`src/rtl/spi_tgt_pkg.sv`:
```
package spi_tgt_pkg;

   // Per-character framing options sampled by the shift engine
   typedef struct packed {
      logic len_short;   // 1: one bit shorter than DATA_W
      logic msb_first;   // 1: top bit leaves/arrives first
   } spi_tgt_cfg_t;

endpackage

```
`src/rtl/spi_tgt_sync.sv`:
```
module spi_tgt_sync #(
   parameter int         W       = 3,
   parameter int         STAGES  = 2,
   parameter logic [W-1:0] RST_VAL = '0
) (
   input  logic         clk,
   input  logic         rst_n,
   input  logic [W-1:0] d_i,
   output logic [W-1:0] q_o
);

   if (STAGES < 2) begin : g_bad_stages
      $error("spi_tgt_sync: STAGES must be at least 2");
   end

   logic [W-1:0] chain [STAGES];

   always_ff @(posedge clk or negedge rst_n) begin
      if (!rst_n) chain[0] <= RST_VAL;
      else        chain[0] <= d_i;
   end

   for (genvar s = 1; s < STAGES; s++) begin : g_stage
      always_ff @(posedge clk or negedge rst_n) begin
         if (!rst_n) chain[s] <= RST_VAL;
         else        chain[s] <= chain[s-1];
      end
   end

   assign q_o = chain[STAGES-1];

endmodule

```
`src/rtl/spi_tgt_shifter.sv`:
```
module spi_tgt_shifter
   import spi_tgt_pkg::*;
#(
   parameter int DATA_W = 8,
   localparam int CNT_W = $clog2(DATA_W)
) (
   input  logic              clk,
   input  logic              rst_n,
   input  logic              rise_i,
   input  logic              fall_i,
   input  logic              sel_i,
   input  logic              mosi_i,
   input  spi_tgt_cfg_t      cfg_i,
   input  logic              load_i,
   input  logic [DATA_W-1:0] load_data_i,
   output logic              load_ok_o,
   output logic              miso_o,
   output logic              deliver_o,
   output logic [DATA_W-1:0] deliver_word_o
);

   localparam logic [CNT_W-1:0] LAST_LONG  = CNT_W'(DATA_W - 1);
   localparam logic [CNT_W-1:0] LAST_SHORT = CNT_W'(DATA_W - 2);

   logic [CNT_W-1:0]  bit_cnt;
   logic [DATA_W-1:0] tx_sh;
   logic [DATA_W-1:0] rx_sh;
   logic [DATA_W-1:0] rx_next;
   logic              sh_empty;
   logic [CNT_W-1:0]  last_idx;
   logic              cnt_zero;

   assign last_idx = cfg_i.len_short ? LAST_SHORT : LAST_LONG;
   assign cnt_zero = (bit_cnt == '0);

   // Receive shift: new bit enters at the low end (top-first) or at the
   // top of the active length (bit-0-first)
   always_comb begin
      if (cfg_i.msb_first)
         rx_next = {rx_sh[DATA_W-2:0], mosi_i};
      else if (cfg_i.len_short)
         rx_next = {1'b0, mosi_i, rx_sh[DATA_W-2:1]};
      else
         rx_next = {mosi_i, rx_sh[DATA_W-1:1]};
   end

   always_comb begin
      deliver_word_o = rx_next;
      if (cfg_i.len_short) deliver_word_o[DATA_W-1] = 1'b0;
   end

   assign deliver_o = sel_i && rise_i && (bit_cnt == last_idx);
   assign load_ok_o = sh_empty && cnt_zero && !(sel_i && rise_i);

   always_comb begin
      if (!cfg_i.msb_first)      miso_o = tx_sh[0];
      else if (cfg_i.len_short)  miso_o = tx_sh[DATA_W-2];
      else                       miso_o = tx_sh[DATA_W-1];
   end

   always_ff @(posedge clk or negedge rst_n) begin
      if (!rst_n) begin
         bit_cnt  <= '0;
         tx_sh    <= '0;
         rx_sh    <= '0;
         sh_empty <= 1'b1;
      end else begin
         if (!sel_i) begin
            bit_cnt <= '0;
            rx_sh   <= '0;
            if (!cnt_zero) begin
               sh_empty <= 1'b1;
               tx_sh    <= '0;
            end
         end else if (rise_i) begin
            if (deliver_o) begin
               bit_cnt  <= '0;
               rx_sh    <= '0;
               sh_empty <= 1'b1;
               tx_sh    <= '0;
            end else begin
               bit_cnt <= bit_cnt + 1'b1;
               rx_sh   <= rx_next;
            end
         end else if (fall_i && !cnt_zero) begin
            if (cfg_i.msb_first) tx_sh <= {tx_sh[DATA_W-2:0], 1'b0};
            else                 tx_sh <= {1'b0, tx_sh[DATA_W-1:1]};
         end
         if (load_i) begin
            tx_sh    <= load_data_i;
            sh_empty <= 1'b0;
         end
      end
   end

   AST_ABORT_DROPS: assert property (@(posedge clk) disable iff (!rst_n)
      (!sel_i && !cnt_zero) |=> (sh_empty && cnt_zero)) else $error("abort");

   AST_DELIVER_RESTART: assert property (@(posedge clk) disable iff (!rst_n)
      deliver_o |=> (cnt_zero && sh_empty)) else $error("restart");

   AST_LOAD_IDLE: assert property (@(posedge clk) disable iff (!rst_n)
      load_i |=> (cnt_zero && !sh_empty)) else $error("load");

endmodule

```
`src/rtl/spi_tgt_bufs.sv`:
```
module spi_tgt_bufs #(
   parameter int DATA_W = 8
) (
   input  logic              clk,
   input  logic              rst_n,
   input  logic              tx_wr_i,
   input  logic [DATA_W-1:0] tx_data_i,
   input  logic              rx_rd_i,
   input  logic              ovr_clr_i,
   input  logic              load_ok_i,
   input  logic              deliver_i,
   input  logic [DATA_W-1:0] deliver_word_i,
   output logic              load_o,
   output logic [DATA_W-1:0] load_data_o,
   output logic              tx_empty_o,
   output logic              rx_ready_o,
   output logic              overrun_o,
   output logic [DATA_W-1:0] rx_data_o
);

   logic              tx_full;
   logic [DATA_W-1:0] tx_hold;

   assign load_o      = tx_full && load_ok_i;
   assign load_data_o = tx_hold;

   always_ff @(posedge clk or negedge rst_n) begin
      if (!rst_n) begin
         tx_full    <= 1'b0;
         tx_hold    <= '0;
         tx_empty_o <= 1'b1;
      end else if (tx_wr_i) begin
         tx_hold    <= tx_data_i;
         tx_full    <= 1'b1;
         tx_empty_o <= 1'b0;
      end else if (load_o) begin
         tx_full    <= 1'b0;
         tx_empty_o <= 1'b1;
      end
   end

   always_ff @(posedge clk or negedge rst_n) begin
      if (!rst_n) begin
         rx_data_o  <= '0;
         rx_ready_o <= 1'b0;
         overrun_o  <= 1'b0;
      end else begin
         if (deliver_i) begin
            rx_data_o  <= deliver_word_i;
            rx_ready_o <= 1'b1;
         end else if (rx_rd_i) begin
            rx_ready_o <= 1'b0;
         end
         if (deliver_i && rx_ready_o && !rx_rd_i) overrun_o <= 1'b1;
         else if (ovr_clr_i)                      overrun_o <= 1'b0;
      end
   end

   AST_WR_FILLS: assert property (@(posedge clk) disable iff (!rst_n)
      tx_wr_i |=> !tx_empty_o) else $error("wr");

   AST_RDY_ON_DELIVER: assert property (@(posedge clk) disable iff (!rst_n)
      deliver_i |=> rx_ready_o) else $error("rdy");

   AST_RD_CLEARS: assert property (@(posedge clk) disable iff (!rst_n)
      (rx_rd_i && !deliver_i) |=> !rx_ready_o) else $error("rd");

   AST_OVR_STICKY: assert property (@(posedge clk) disable iff (!rst_n)
      (overrun_o && !ovr_clr_i) |=> overrun_o) else $error("sticky");

   AST_SAME_CYCLE: assert property (@(posedge clk) disable iff (!rst_n)
      (deliver_i && rx_rd_i && !overrun_o) |=> (!overrun_o && rx_ready_o)) else $error("same");

endmodule

```
`src/rtl/spi_tgt_buffered.sv`:
```
module spi_tgt_buffered
   import spi_tgt_pkg::*;
#(
   parameter int DATA_W      = 8,
   parameter int SYNC_STAGES = 2,
   parameter bit USE_CS      = 1'b1
) (
   input  logic              clk,
   input  logic              rst_n,
   input  logic              sclk_i,
   input  logic              mosi_i,
   input  logic              cs_n_i,
   output logic              miso_o,
   output logic              miso_oe_o,
   input  logic              len7_i,
   input  logic              msb_first_i,
   input  logic              tx_wr_i,
   input  logic [DATA_W-1:0] tx_data_i,
   input  logic              rx_rd_i,
   output logic [DATA_W-1:0] rx_data_o,
   output logic              rx_ready_o,
   output logic              tx_empty_o,
   output logic              overrun_o,
   input  logic              overrun_clr_i
);

   if (DATA_W < 3) begin : g_bad_width
      $error("spi_tgt_buffered: DATA_W must be at least 3");
   end

   logic [2:0]        pins_s;
   logic              sclk_s, mosi_s, cs_n_s;
   logic              sclk_q;
   logic              sel;
   logic              rise, fall;
   logic              load, load_ok, deliver;
   logic [DATA_W-1:0] load_data, deliver_word;
   spi_tgt_cfg_t      cfg;

   spi_tgt_sync #(.W(3), .STAGES(SYNC_STAGES), .RST_VAL(3'b100)) u_sync (
      .clk   (clk),
      .rst_n (rst_n),
      .d_i   ({cs_n_i, mosi_i, sclk_i}),
      .q_o   (pins_s)
   );

   assign {cs_n_s, mosi_s, sclk_s} = pins_s;

   always_ff @(posedge clk or negedge rst_n) begin
      if (!rst_n) sclk_q <= 1'b0;
      else        sclk_q <= sclk_s;
   end

   assign rise = sclk_s && !sclk_q;
   assign fall = !sclk_s && sclk_q;

   if (USE_CS) begin : g_select
      assign sel       = !cs_n_s;
      assign miso_oe_o = !cs_n_s;
   end else begin : g_no_select
      assign sel       = 1'b1;
      assign miso_oe_o = 1'b1;
   end

   assign cfg.len_short = len7_i;
   assign cfg.msb_first = msb_first_i;

   spi_tgt_shifter #(.DATA_W(DATA_W)) u_shift (
      .clk            (clk),
      .rst_n          (rst_n),
      .rise_i         (rise),
      .fall_i         (fall),
      .sel_i          (sel),
      .mosi_i         (mosi_s),
      .cfg_i          (cfg),
      .load_i         (load),
      .load_data_i    (load_data),
      .load_ok_o      (load_ok),
      .miso_o         (miso_o),
      .deliver_o      (deliver),
      .deliver_word_o (deliver_word)
   );

   spi_tgt_bufs #(.DATA_W(DATA_W)) u_bufs (
      .clk            (clk),
      .rst_n          (rst_n),
      .tx_wr_i        (tx_wr_i),
      .tx_data_i      (tx_data_i),
      .rx_rd_i        (rx_rd_i),
      .ovr_clr_i      (overrun_clr_i),
      .load_ok_i      (load_ok),
      .deliver_i      (deliver),
      .deliver_word_i (deliver_word),
      .load_o         (load),
      .load_data_o    (load_data),
      .tx_empty_o     (tx_empty_o),
      .rx_ready_o     (rx_ready_o),
      .overrun_o      (overrun_o),
      .rx_data_o      (rx_data_o)
   );

   AST_DESELECT_QUIET: assert property (@(posedge clk) disable iff (!rst_n)
      !sel |-> !deliver) else $error("desel");

endmodule

```
`config.mk`:
```
export PLATFORM = sky130hd
export DESIGN_NAME = spi_tgt_buffered
export DESIGN_NICKNAME = d
export VERILOG_FILES = /design/src/rtl/spi_tgt_pkg.sv /design/src/rtl/spi_tgt_sync.sv /design/src/rtl/spi_tgt_shifter.sv /design/src/rtl/spi_tgt_bufs.sv /design/src/rtl/spi_tgt_buffered.sv
export SDC_FILE = /design/constraint.sdc
export NUM_CORES = 1
export LEC_CHECK = 0
export ABC_AREA = 1
export BUFFER_PORTS_ARGS = -buffer_cell sky130_fd_sc_hd__buf_2
export CORE_MARGIN = 3
export CORE_UTILIZATION = 57
export DETAILED_ROUTE_END_ITERATION = 8
export PLACE_DENSITY = 0.89
export SLEW_MARGIN = 20
export SYNTH_ARGS = -nofsm -noshare
export SYNTH_HDL_FRONTEND = slang
export SYNTH_HIERARCHICAL = 1
export SYNTH_SLANG_ARGS = --single-unit
```
`constraint.sdc`:
```
create_clock -name clk -period 2.2 [get_ports clk]
set_clock_uncertainty 0.05 [all_clocks]
set_input_delay 0 -clock clk [delete_from_list [all_inputs] [get_ports clk]]
set_output_delay 0 -clock clk [all_outputs]
set_load 0.01 [all_outputs]
```
### Word-level counts from Yosys, hierarchy flattened

Index checks and enable logic that the tools add are counted.

* flip-flop bits (word level): 47
* input bits: 18
* output and inout bits: 13
* logic and storage cells: 75

* add/sub/neg operators: 1
* equality and inequality tests: 3
* multiplexer cells: 32
* reductions and logical operators: 26

Operators with widths (count)
* 2-to-1 mux 8 bit: 12
* 2-to-1 mux 1 bit: 17
* logical AND 1 bit: 10
* 2-to-1 mux 3 bit: 3
* nonzero test 2 bit: 4
* zero test 1 bit: 6
* AND reduction 3 bit: 2
* nonzero test 3 bit: 2
* != test 4 bit, second input constant: 1
* nonzero test 4 bit: 1
* adder 3 x 1 -> 3 bit, second input constant: 1
* == test 3 bit: 1
* zero test 3 bit: 1
* != test 3 bit, second input constant: 1

### Logic depth before layout (Yosys ltp)

* depth after elaboration: 8
* mapped depth: 15
* mapped depth without buffers: 14

### Modules after synthesis

The synthesis kept the hierarchy.

Modules (own cells, without submodules)
* spi_tgt_shifter: times used 1, cells an instance 184, area an instance 1283.7 um^2, seq. area each 501.7 um^2
* spi_tgt_bufs: times used 1, cells an instance 85, area an instance 788.3 um^2, seq. area each 501.7 um^2
* spi_tgt_sync: times used 1, cells an instance 9, area an instance 175.2 um^2, seq. area each 152.6 um^2
* spi_tgt_buffered: times used 1, cells an instance 6, area an instance 43.8 um^2, seq. area each 25.0 um^2

### Least setup slack after synthesis

OpenSTA, ideal clock, no wires.

* path type: flip-flop to flip-flop
* from: register u_sync.chain, in the netlist u_sync/q_o[2]
* to: register u_shift.tx_sh[6]
* library setup time: 117 ps
* arrival time: 1605 ps
* required time: 2033 ps
* path slack: 429 ps
* cell stages (with the launch flop): 15
* path buffers: 1
* clock period less this slack: 1771 ps
* cell sequence: dfstp_2 -> buf_4 -> inv_1 -> nand2_1 -> nand2_1 -> nor2_1 -> nand2_1 -> inv_1 -> nor2_1 -> nand3_1 -> nand2_2 -> nand2_4 -> nand2_4 -> nand2_1 -> nand2_1

* word-level cells in the longest chain between the ends: 7
* elaborated cells between the ends (all ways): 12
* classes of those cells: eq/ne (2); mux (2); reduce/logical (8)

RTL lines
* start: declaration: line spi_tgt_sync.sv:16 `logic [W-1:0] chain [STAGES];`
* start signal: indexed assignment: line spi_tgt_sync.sv:26 `else chain[s] <= chain[s-1];`
* zero test 1 bit *
* named net miso_oe_o: line spi_tgt_buffered.sv:14 `output logic miso_oe_o,`
* logical AND 1 bit *: line spi_tgt_shifter.sv:52, spi_tgt_shifter.sv:53
* zero test 1 bit *: line spi_tgt_shifter.sv:53 `assign load_ok_o = sh_empty && cnt_zero && !(sel_i && rise_i);`
* logical AND 1 bit *: line spi_tgt_shifter.sv:53
* named net load_ok: line spi_tgt_buffered.sv:36 `logic load, load_ok, deliver;`
* logical AND 1 bit *: line spi_tgt_bufs.sv:24 `assign load_o = tx_full && load_ok_i;`
* named net load: line spi_tgt_buffered.sv:36
* != test 4 bit (no line) (tied with other cells)
* AND reduction 3 bit (no line)
* end signal: assignment: line spi_tgt_shifter.sv:86 `if (cfg_i.msb_first) tx_sh <= {tx_sh[DATA_W-2:0], 1'b0};`
* end signal: assignment: line spi_tgt_shifter.sv:87 `else tx_sh <= {1'b0, tx_sh[DATA_W-1:1]};`
* end signal: assignment: line spi_tgt_shifter.sv:90 `tx_sh <= load_data_i;`
* end: declaration: line spi_tgt_shifter.sv:26 `logic [DATA_W-1:0] tx_sh;`

Mark *: on every way through the listed nets, which the timed path passes. The rest lies on a longest branch.
A chain may end at the register's enable or synchronous reset.

### Final worst setup path

* from: register u_shift.bit_cnt[0]
* to: register u_shift.tx_sh[4]

* word-level cells in the longest chain between the ends: 6
* elaborated cells between the ends (all ways): 13
* classes of those cells: eq/ne (3); mux (1); reduce/logical (9)

RTL lines
* start: declaration: line spi_tgt_shifter.sv:25 `logic [CNT_W-1:0] bit_cnt;`
* start signal: assignment: line spi_tgt_shifter.sv:82 `bit_cnt <= bit_cnt + 1'b1;`
* zero test 3 bit *: line spi_tgt_shifter.sv:34 `assign cnt_zero = (bit_cnt == '0);`
* logical AND 1 bit * (2 in a row): line spi_tgt_shifter.sv:53
* named net load_ok: line spi_tgt_buffered.sv:36
* logical AND 1 bit *: line spi_tgt_bufs.sv:24
* named net load: line spi_tgt_buffered.sv:36
* != test 4 bit (no line) (tied with other cells)
* AND reduction 3 bit (no line)

Marks and branches as above.

==> summary.md <==
| Metric | Value |
|---|---|
| Status | `finished, final reports clean` |
| GRT Total Usage | `roughly a fifth` |
| Worst R2R Path Depth | `13` |
| Slew Viols, Final | `0` |
| PortBufs | `30` |
| Synth Flop Type | `dfrtp_1` |
| Slew headroom | `66.94%` |
| Min-Delay Path Class | `in2async` |
| Total gr overflow | `0` |
| Final Hold Fails | `0` |
| Area occupied by multi-input gates | `between 800 and 900 sq um` |
| Hpwl dp | `~3.0 mm` |
| CTS H-tree depth | `2` |
| Final setup violation count | `0` |
| Leading area contributor after synthesis | `dfrtp_1` |
| Cell Chain, Critical Path | `inv_1 > ha_1 > nand2_1 > nor2_1 > nand2_1 > inv_1 > inv_1 > nand2_1 > nand2_2 > nand2_4 > nand2_4 > nand2_1 > nand2_1` |
| Dpl cells | `between 300 and 400` |
| Clk root buf | `clkbuf_8` |
| ANT cells | `0` |
| Post-synthesis sequential element count | `between 40 and 50` |
| Hold buffers post-CTS | `24` |
| Number of global-route vias before repair | `between 1500 and 2000` |
| Total Routed Length | `4.475 mm` |
| R2r startpoint | `u_shift/bit_cnt[0]$_DFFE_PN0P_` |
| Nets@finish | `~360` |
| MaxCap Viol Count | `0` |
| Cell count after synthesis | `around 280` |
| Crit start category | `register` |
| Mean Syn Cell Area | `approximately 8 sq um` |
| RSZ-0062 raised after global routing | `false` |
| Vias | `1845` |
| Finished Layout Cells | `around 390` |
| Crit Path Class | `reg2reg` |
| Share of layout cells above drive strength 1 | `between 10% and 20%` |
| Initial antenna violation count | `0` |
| Synth-to-Final Area Change | `21.57%` |
| Asr flop ratio synth | `100.0%` |
| Reg area | `1181 sq um` |
| Pin count of the biggest net entering global routing | `26` |
| Leakage | `roughly 0.0015 uW` |
| Maximum VDD drop | `about 550 uV` |
| Drt first pass iters | `4` |
| Critical path's largest stage delay | `~0.43 ns` |
| Post-CTS Setup Inserts | `0` |
| Yosys top cell area share | `between 40% and 50%` |
| Power density cells | `741.1 nW/um^2` |
| Critical path arrival | `slightly above 2 ns` |
| Row count | `22` |
| Critical path fanouts, max | `9` |
| Clock Sinks | `47` |
| Die H | `slightly below 70 microns` |
| Design Area, Final | `~2800 sq um` |
| Most frequent CP cell | `nand2_1` |
| Count leader, synth | `nand2_1` |
| Max Clk Rate | `0.5194 GHz` |
| CTS tree | `yes` |
| Period minus WS final | `about 1.9 ns` |
| DP Area | `around 2500 sq um` |
| Sequential cell area fraction in the yosys report | `~52%` |
| Starting Density | `between 60% and 70%` |
| Clock Path Buffers | `2` |
| Worst EP required | `between 2 and 2.5 ns` |
| Antenna violation net count after detailed routing | `0` |
| Die width | `a little under 70 microns` |
| Critical path origin | `u_shift/bit_cnt[0]$_DFFE_PN0P_` |
| Synth Warn # | `6` |
| Clock transition at path regs | `0.08 ns` |
| Layout Utilization | `between 70% and 80%` |
| Worst-margin pin slew | `0.4959 ns` |
| Drt initial violations | `75` |
| First-pass GRT wire length | `about 7.8 mm` |
| # DRC | `0` |
| Syn Nets | `304` |
| Die ar. | `a little under 5000 sq um` |
| CP max-delay cell | `dfrtp_1` |
| Fillcell total | `roughly 300` |
| Top-level I/O count | `31` |
| Total power | `a little over 2000 uW` |
| Post-route setup TNS | `0 ns` |
| Mapped cell area | `about 2300 sq um` |
| Area contributors post-synth | `dfrtp_1 47%, nand2_1 21%, inv_1 5.4%` |
| Synth cell count leaders | `127 x nand2_1, 43 x dfrtp_1, 33 x inv_1` |
| Num CTS Buffers | `5` |
| Core Box Area | `3771 sq um` |
| Wire per inst | `11.53 microns` |
| Final Cycle Share | `about 88%` |
| Unique masters post-synth | `24` |
| Number of flops mapped to enable cells by yosys | `0` |
| Clock Latency Late Sink | `0.30 ns` |
| CP Capture Type | `register` |
| Vias per cell | `4.755` |
| Resized Gates After CTS | `0` |
| Placer congestion estimate | `between 0.8 and 0.9` |
==> registers in the layout (all words and copies together) (netlist names), 3 cells and up <==
signal and cells:
u_bufs/load_data_o 8, u_bufs/rx_data_o 8, u_shift/rx_sh 8, u_shift/tx_sh 8, u_shift/bit_cnt 3, u_sync/chain 3
u_sync/q_o 3
==> cell families (layout without fill, tap and decap cells) <==
| family | count (synthesis) | after routing | share of synthesized area, % |
|---|---|---|---|
| AOI/OAI and AO/OA | 27 | 27 | 7.209 |
| buffers and inverters | 46 | 102 | 9.612 |
| DFF | 47 | 47 | 51.56 |
| and+or+nand+nor | 161 | 161 | 30.15 |
| xor gates and xnor gates | 1 | 1 | 0.3824 |
| adders and majority gates | 2 | 2 | 1.092 |
==> placed cells by master, fill, tap and decap left out, drive strengths merged <==
cell         count
nand2          135
dfrtp           43
inv             38
buf             32
dlygate4sd3     24
nand3           15
o21ai           12
nor2            11
o22ai            7
clkbuf           7
o21a             6
dfstp            4
ha               2
clkinv           1
a21oi            1
a22oi            1
xnor2            1
==> through the flow <==
stage               worst slack, ns  hold WS [ns]
finish                       0.2749        0.1382
CTS                          0.2895        0.1461
global route                0.07696        0.1846
global placement             0.4130      -0.06363
detailed placement           0.3141      -0.05317
floorplan                    0.4289       -0.3456
==> power by group <==
group | switching (uW) | total (uW) | leakage, uW | internal, uW
clock network | 270 | 524 | 0.0000482 | 254
logic | 303 | 492 | 0.000893 | 189
registers | 67.6 | 1050 | 0.000605 | 981
==> final cells by class <==
type | count | area share [%]
clock buffer | 7 | 3.100
clock inverter | 1 | 0.1797
inverter | 38 | 5.660
multi-input combinational | 191 | 31.94
sequential | 47 | 42.41
tap | 48 | 2.156
timing repair buffer | 56 | 14.56
==> per-layer routing <==
metal | GRT usage, % | vias to the layer above | part of all wire (%)
met5 | 0 | - | 0
met3 | 4.928 | 5 | 4.1
met4 | 5.857 | 0 | 1.4
met1 | 23.36 | 823 | 45
li1 | - | 977 | -
met2 | 36.12 | 40 | 49
==> final timing paths <==
path / end / slack, ns
max: u_shift/tx_sh[4]$_DFFE_PN0P_ / 0.27
min: u_bufs/rx_data_o[2]$_DFFE_PN0P_ / 0.14
max in group asynchronous: u_bufs/tx_empty_o$_DFFE_PN1P_ / 1.22
min in group clk: u_shift/rx_sh[2]$_DFFE_PN0P_ / 0.23
min reg2reg: u_sync/q_o[1]$_DFF_PN0_ / 0.30
max reg2reg: u_shift/tx_sh[4]$_DFFE_PN0P_ / 0.27
==> critical path: cells and delay by family, from the launching register on <==
kind,cells,cell delay (ns)
and+or+nand+nor,9,0.83
buffers and inverters,3,0.33
adders and majority gates,1,0.18
DFF,1,0.43
No activity file was read; power rests on OpenSTA's default activity.
